$ cat config.mk
export PLATFORM = sky130hd
export DESIGN_NAME = txdesc_ring_reader
export DESIGN_NICKNAME = d
export VERILOG_FILES = /design/src/rtl/txdr_pkg.sv /design/src/rtl/txdr_ring_idx.sv /design/src/rtl/txdr_starve_mon.sv /design/src/rtl/txdesc_ring_reader.sv
export SDC_FILE = /design/constraint.sdc
export NUM_CORES = 1
export LEC_CHECK = 0
export BUFFER_PORTS_ARGS = -buffer_cell sky130_fd_sc_hd__buf_4
export CAP_MARGIN = 40
export CORE_MARGIN = 1
export CORE_UTILIZATION = 43
export DETAILED_ROUTE_END_ITERATION = 8
export HOLD_SLACK_MARGIN = 0.06
export PLACE_DENSITY = 0.66
export SETUP_SLACK_MARGIN = 0.1
export SLEW_MARGIN = 15
export SYNTH_ARGS = -nofsm -noshare
export SYNTH_HDL_FRONTEND = slang
export SYNTH_HIERARCHICAL = 1
export SYNTH_SLANG_ARGS = --single-unit
export TNS_END_PERCENT = 10
$ cat constraint.sdc
create_clock -name clk -period 5.28 [get_ports clk]
set_clock_uncertainty 0.15 [all_clocks]
set_input_delay 1.056 -clock clk [delete_from_list [all_inputs] [get_ports clk]]
set_output_delay 1.056 -clock clk [all_outputs]
set_load 0.005 [all_outputs]
$ cat src/rtl/txdr_pkg.sv
package txdr_pkg;
  localparam int CW_OWNED  = 31;
  localparam int CW_RING_END = 30;
  localparam int CW_STARVED = 28;
  localparam int CW_SHORT  = 27;
  localparam int CW_NOCRC  = 16;
  localparam int CW_FEND   = 15;
  localparam int LEN_W     = 11;

  typedef enum logic [2:0] {
    S_IDLE, S_RD_ADDR, S_RD_CTRL, S_DECODE, S_BREQ, S_BWAIT, S_BOUT, S_WBACK
  } txdr_state_e;
endpackage

$ cat src/rtl/txdr_ring_idx.sv
module txdr_ring_idx #(
  parameter int RING_N = 8,
  localparam int IDX_W = $clog2(RING_N)
) (
  input  logic             clk,
  input  logic             rst_n,
  input  logic             adv_en,
  input  logic             wrap_req,
  output logic [IDX_W-1:0] idx
);
  localparam logic [IDX_W-1:0] LAST_SLOT = IDX_W'(RING_N - 1);
  logic [IDX_W-1:0] idx_nxt;

  always_comb begin
    if (wrap_req || idx == LAST_SLOT) idx_nxt = '0;
    else                              idx_nxt = idx + 1'b1;
  end

  always_ff @(posedge clk or negedge rst_n) begin
    if (!rst_n)      idx <= '0;
    else if (adv_en) idx <= idx_nxt;
  end
endmodule

$ cat src/rtl/txdr_starve_mon.sv
module txdr_starve_mon #(
  parameter int STARVE_LIM = 8,
  localparam int CNT_W = $clog2(STARVE_LIM + 1)
) (
  input  logic clk,
  input  logic rst_n,
  input  logic watch,
  output logic starve
);
  logic [CNT_W-1:0] cnt, cnt_nxt;

  always_comb begin
    cnt_nxt = watch ? cnt + 1'b1 : '0;
    starve  = watch && (cnt == CNT_W'(STARVE_LIM - 1));
  end

  always_ff @(posedge clk or negedge rst_n) begin
    if (!rst_n) cnt <= '0;
    else        cnt <= cnt_nxt;
  end
endmodule

$ cat src/rtl/txdesc_ring_reader.sv
module txdesc_ring_reader #(
  parameter int RING_N     = 8,
  parameter int STARVE_LIM = 8,
  parameter int ADDR_W     = 32,
  localparam int IDX_W     = $clog2(RING_N),
  localparam int DA_W      = IDX_W + 1
) (
  input  logic              clk,
  input  logic              rst_n,
  input  logic              tx_start,
  input  logic              tx_halt,
  output logic              tx_go,
  output logic              dsc_rd_en,
  output logic              dsc_wr_en,
  output logic [DA_W-1:0]   dsc_addr,
  output logic [31:0]       dsc_wdata,
  input  logic [31:0]       dsc_rdata,
  output logic              buf_rd_en,
  output logic [ADDR_W-1:0] buf_addr,
  input  logic              buf_rvalid,
  input  logic [7:0]        buf_rdata,
  output logic              st_valid,
  output logic [7:0]        st_data,
  output logic              st_last,
  output logic              st_nocrc,
  input  logic              st_ready
);
  import txdr_pkg::*;

  txdr_state_e      state, state_nxt;
  logic [ADDR_W-1:0] ptr, ptr_nxt;
  logic [LEN_W-1:0] cnt, cnt_nxt;
  logic [7:0]       hold, hold_nxt;
  logic [IDX_W-1:0] first_idx, first_idx_nxt;
  logic [31:0]      first_ctrl, first_ctrl_nxt;
  logic             cur_eof, cur_eof_nxt;
  logic             in_frame, in_frame_nxt;
  logic             sent_any, sent_any_nxt;
  logic             halt_pend, halt_pend_nxt;
  logic             err_starve, err_starve_nxt;
  logic             err_short, err_short_nxt;
  logic [IDX_W-1:0] idx;
  logic             idx_adv, idx_wrap;
  logic             starve;

  txdr_ring_idx #(.RING_N(RING_N)) u_idx (
    .clk(clk), .rst_n(rst_n), .adv_en(idx_adv), .wrap_req(idx_wrap), .idx(idx)
  );

  txdr_starve_mon #(.STARVE_LIM(STARVE_LIM)) u_starve (
    .clk(clk), .rst_n(rst_n),
    .watch((state == S_BWAIT) && sent_any && !buf_rvalid),
    .starve(starve)
  );

  always_comb begin
    state_nxt      = state;
    ptr_nxt        = ptr;
    cnt_nxt        = cnt;
    hold_nxt       = hold;
    first_idx_nxt  = first_idx;
    first_ctrl_nxt = first_ctrl;
    cur_eof_nxt    = cur_eof;
    in_frame_nxt   = in_frame;
    sent_any_nxt   = sent_any;
    err_starve_nxt = err_starve;
    err_short_nxt  = err_short;
    idx_adv        = 1'b0;
    idx_wrap       = 1'b0;
    dsc_rd_en      = 1'b0;
    dsc_wr_en      = 1'b0;
    dsc_addr       = {idx, 1'b0};
    dsc_wdata      = first_ctrl;
    buf_rd_en      = 1'b0;
    st_valid       = 1'b0;
    st_last        = 1'b0;
    unique case (state)
      S_IDLE: if (tx_start) state_nxt = S_RD_ADDR;
      S_RD_ADDR: begin
        if (!in_frame && halt_pend) state_nxt = S_IDLE;
        else begin
          dsc_rd_en = 1'b1;
          state_nxt = S_RD_CTRL;
        end
      end
      S_RD_CTRL: begin
        ptr_nxt   = dsc_rdata[ADDR_W-1:0];
        dsc_rd_en = 1'b1;
        dsc_addr  = {idx, 1'b1};
        state_nxt = S_DECODE;
      end
      S_DECODE: begin
        if (dsc_rdata[CW_OWNED]) begin
          if (in_frame) begin
            err_short_nxt = 1'b1;
            state_nxt     = S_WBACK;
          end else begin
            state_nxt     = S_IDLE;
          end
        end else begin
          idx_adv     = 1'b1;
          idx_wrap    = dsc_rdata[CW_RING_END];
          cnt_nxt     = dsc_rdata[LEN_W-1:0];
          cur_eof_nxt = dsc_rdata[CW_FEND];
          if (!in_frame) begin
            first_idx_nxt  = idx;
            first_ctrl_nxt = dsc_rdata;
            in_frame_nxt   = 1'b1;
          end
          if (dsc_rdata[LEN_W-1:0] != '0) state_nxt = S_BREQ;
          else if (dsc_rdata[CW_FEND])      state_nxt = S_WBACK;
          else                              state_nxt = S_RD_ADDR;
        end
      end
      S_BREQ: begin
        buf_rd_en = 1'b1;
        state_nxt = S_BWAIT;
      end
      S_BWAIT: begin
        if (buf_rvalid) begin
          hold_nxt  = buf_rdata;
          state_nxt = S_BOUT;
        end else if (starve) begin
          err_starve_nxt = 1'b1;
          state_nxt      = S_WBACK;
        end
      end
      S_BOUT: begin
        st_valid = 1'b1;
        st_last  = cur_eof && (cnt == LEN_W'(1));
        if (st_ready) begin
          sent_any_nxt = 1'b1;
          cnt_nxt      = cnt - 1'b1;
          ptr_nxt      = ptr + 1'b1;
          if (cnt == LEN_W'(1)) state_nxt = cur_eof ? S_WBACK : S_RD_ADDR;
          else                  state_nxt = S_BREQ;
        end
      end
      S_WBACK: begin
        dsc_wr_en = 1'b1;
        dsc_addr  = {first_idx, 1'b1};
        dsc_wdata = first_ctrl;
        dsc_wdata[CW_OWNED]   = 1'b1;
        dsc_wdata[CW_STARVED] = first_ctrl[CW_STARVED] | err_starve;
        dsc_wdata[CW_SHORT]   = first_ctrl[CW_SHORT] | err_short;
        in_frame_nxt   = 1'b0;
        sent_any_nxt   = 1'b0;
        err_starve_nxt = 1'b0;
        err_short_nxt  = 1'b0;
        state_nxt      = (err_starve || err_short) ? S_IDLE : S_RD_ADDR;
      end
      default: state_nxt = S_IDLE;
    endcase
    halt_pend_nxt = (state_nxt == S_IDLE) ? 1'b0 : (halt_pend || (tx_halt && state != S_IDLE));
  end

  always_ff @(posedge clk or negedge rst_n) begin
    if (!rst_n) begin
      state      <= S_IDLE;
      ptr        <= '0;
      cnt        <= '0;
      hold       <= '0;
      first_idx  <= '0;
      first_ctrl <= '0;
      cur_eof    <= 1'b0;
      in_frame   <= 1'b0;
      sent_any   <= 1'b0;
      halt_pend  <= 1'b0;
      err_starve <= 1'b0;
      err_short  <= 1'b0;
    end else begin
      state      <= state_nxt;
      ptr        <= ptr_nxt;
      cnt        <= cnt_nxt;
      hold       <= hold_nxt;
      first_idx  <= first_idx_nxt;
      first_ctrl <= first_ctrl_nxt;
      cur_eof    <= cur_eof_nxt;
      in_frame   <= in_frame_nxt;
      sent_any   <= sent_any_nxt;
      halt_pend  <= halt_pend_nxt;
      err_starve <= err_starve_nxt;
      err_short  <= err_short_nxt;
    end
  end

  assign tx_go    = (state != S_IDLE);
  assign buf_addr = ptr;
  assign st_data  = hold;
  assign st_nocrc = st_valid && first_ctrl[CW_NOCRC];
endmodule

==> impl_results.md <==
* Async set or reset register ratio after synthesis at 1.00
* Slew headroom at 0.464
* Root buf cell: clkbuf_16
* Post-synthesis register bit count at 101
* Hold Crit Class: flip-flop to flip-flop
* WP buf/inv at 4
* Max VDD drop at 0.382 mV
* Synthesized area per cell at 9.59 um^2
* Post-CTS Setup Bufs at 0
* Worst path max stage delay at 700 ps
* Yosys warning count at 6
* Metal3 WL at 977 um
* Fin. max-slew vios at 0
* Cell Chain, Critical Path: nand3b_1 > buf_4 > clkinv_1 > nand3_1 > inv_1 > buf_4
* Vias per cell at 5.59
* M1 wire length at 6250 um
* Die extent in y at 114 um
* H-tree depth at 3
* Unrepaired setup endpoints after global routing: no
* Critical path startpoint category: flip-flop
* Iteration-0 DRC Markers at 260
* Cell Area, Synth at 5400 um^2
* CTS sink count at 101
* Largest net degree at the start of global routing at 48
* Library cells used by synthesis at 56
* Total CTS buffers at 9
* Total chip power at 3.82 mW
* Worst path top cell family by delay: buffers and inverters
* Post-DP HPWL at 10200 um
* DIE WIDTH at 114 um
* GRT Overall Usage at 0.226
* Share of cells above drive strength 1 at 0.320
* Hold buffers post-CTS at 0
* First-pass GRT wire length at 22800 um
* Area leader, netlist: dfrtp_1
* Port Buffers at 128
* Slowest-stage cell, CP: clkinv_1
* Design Area, Final at 6660 um^2
* Clk_lat worst skew at 350 ps
* Max cap viols at 0
* Antenna-violating nets left at 0
* Area after DPL at 6380 um^2
* Final setup fails at 0
* Top cells by area, synth: dfrtp_1, mux2_2, a21oi_1
* Inserted Diodes at 0
* Final net count at 704
* Final Cycle Share at 0.771
* Status: finished clean
* Fillers at 1112
* Initial antenna violation count at 0
* Die ar. at 13000 um^2
* Average wire per standard cell at 17.2 um
* EDFF count, synth at 0
* CTS tree: yes
* Row count at 40
* Number of global-route vias before repair at 4427
* Post-Syn Instances at 563
* CP Max Fanout at 47
* Total length of routed wires at 14200 um
* Register area share after synthesis at 0.468
* Core ar. at 12100 um^2
* CP Capture Type: output port
* Top post-synthesis cells by count: dfrtp_1, a21oi_1, nand2_1
* Synth Net Count at 615
* Pre-Repair DR Iteration Count at 5
* Tmin final at 4070 ps
* Cell mode on critical path: buf_4
* Number of gates resized after cts at 0
* Clk buf depth at 2
* Highest metal used: met4
* Leak at 2.99 nW
* Power density over the cells at 574 nW/um^2
* Top FF cell, synth: dfrtp_1
* Routability congestion estimate at 0.868
* Area share of the largest cell type after synthesis at 0.468
* Critical Path RT at 4070 ps
* Met2 WL at 6800 um
* Clock transition at path regs at 70 ps
* # IOs at 129
* Final WS setup at 1210 ps
* Initial core utilization at 0.446
* GRT overflow at 0
* Setup TNS Final at 0 ps
* CP arrival at 2860 ps
* Worst-Margin Slew at 793 ps
* Max Fclk at 0.246 GHz
* Drc violations at 0
* CP Class: flip-flop to output port
* Dpl ws at 1590 ps
* Count leader, synth: dfrtp_1
* Vias post-DR at 4613
* Area Growth Syn to Fin at 23.2%
* Final hold vios at 0
[worst paths after layout]
path	from	end	slack [ps]	depth (start not counted)
max	state[2]	st_last	1210	6
min	u_starve/cnt[0]	u_starve/cnt[0]	330	1
max reg2reg	state[2]	cnt[6]	2120	7
min reg2reg	u_starve/cnt[0]	u_starve/cnt[0]	330	1
max in group asynchronous	rst_n	first_ctrl[16]	3440	3
min in group asynchronous	rst_n	first_ctrl[1]	480	1
[cells by family (layout without fill, tap and decap cells)]
family	after synthesis	after routing	share of synthesized area
fa+ha+maj	6	6	0.0139
compound gates	152	152	0.175
xor+xnor	1	1	0.00162
flops	101	101	0.468
simple gates	177	177	0.166
buf+inv	78	172	0.0769
mux	48	48	0.0989
[power breakdown]
| part | leakage, nW | switching, mW | internal (mW) |
|---|---|---|---|
| sequential | 1.21 | 0.367 | 1.14 |
| combinational | 1.65 | 0.788 | 0.898 |
| clock | 0.134 | 0.285 | 0.346 |
[layout by cell type, fill, tap and decap left out, drive strengths merged, types with 2 or more instances in the layout]
master / synthesis / routed
a41o: 2 / 2
nor3: 9 / 9
inv: 16 / 16
o21a: 7 / 7
or3: 4 / 4
nand2: 45 / 45
o22ai: 14 / 14
a22oi: 2 / 2
nor2b: 2 / 2
o32ai: 3 / 3
nor4: 12 / 12
nor2: 43 / 43
o21ai: 33 / 33
a31o: 9 / 9
nand4: 5 / 5
a31oi: 8 / 8
clkbuf: 21 / 15
o22a: 5 / 5
a21o: 4 / 4
buf: 39 / 138
or2: 2 / 2
a2bb2oi: 6 / 6
and3: 5 / 5
dfrtp: 101 / 101
ha: 6 / 6
a21oi: 51 / 51
nand3b: 5 / 5
nand2b: 4 / 4
mux2i: 5 / 5
nand3: 27 / 27
clkinv: 2 / 3
o221ai: 2 / 2
and2: 4 / 4
mux2: 43 / 43
[cell type report]
type	count	area, um^2	share of cell area
clock buffers	15	268	0.0402
clock inverters	1	5.00	0.000752
inverters	18	67.6	0.0102
multi-input cells	384	2490	0.374
flip-flops and latches	101	2530	0.380
well taps	168	210	0.0316
repair buffers	138	1090	0.164
[metal layers]
metal | GRT usage | vias to the layer above
li1 | - | 2200
met1 | 0.295 | 2244
met2 | 0.372 | 155
met3 | 0.0662 | 14
met4 | 0.0494 | 0
met5 | 0 | -
[registers in the layout (all words and copies together) (netlist names)]
signal / flops
st_data: 8
sent_any: 1
cnt: 11
err_starve: 1
u_starve/cnt: 4
err_short: 1
buf_addr: 32
halt_pend: 1
state: 3
u_idx/idx: 3
in_frame: 1
first_ctrl: 31
first_idx: 3
cur_eof: 1
[per-stage QoR]
stage / util / std cells / hold slack (ps)
3_3_place_gp: 0.521 / 806 / 292
2_1_floorplan: - / 563 / 280
3_5_place_dp: 0.527 / 809 / 318
5_1_grt: 0.550 / 825 / 353
6_report: 0.550 / 825 / 327
4_1_cts: 0.550 / 825 / 327
No activity file was read; power rests on OpenSTA's default activity.
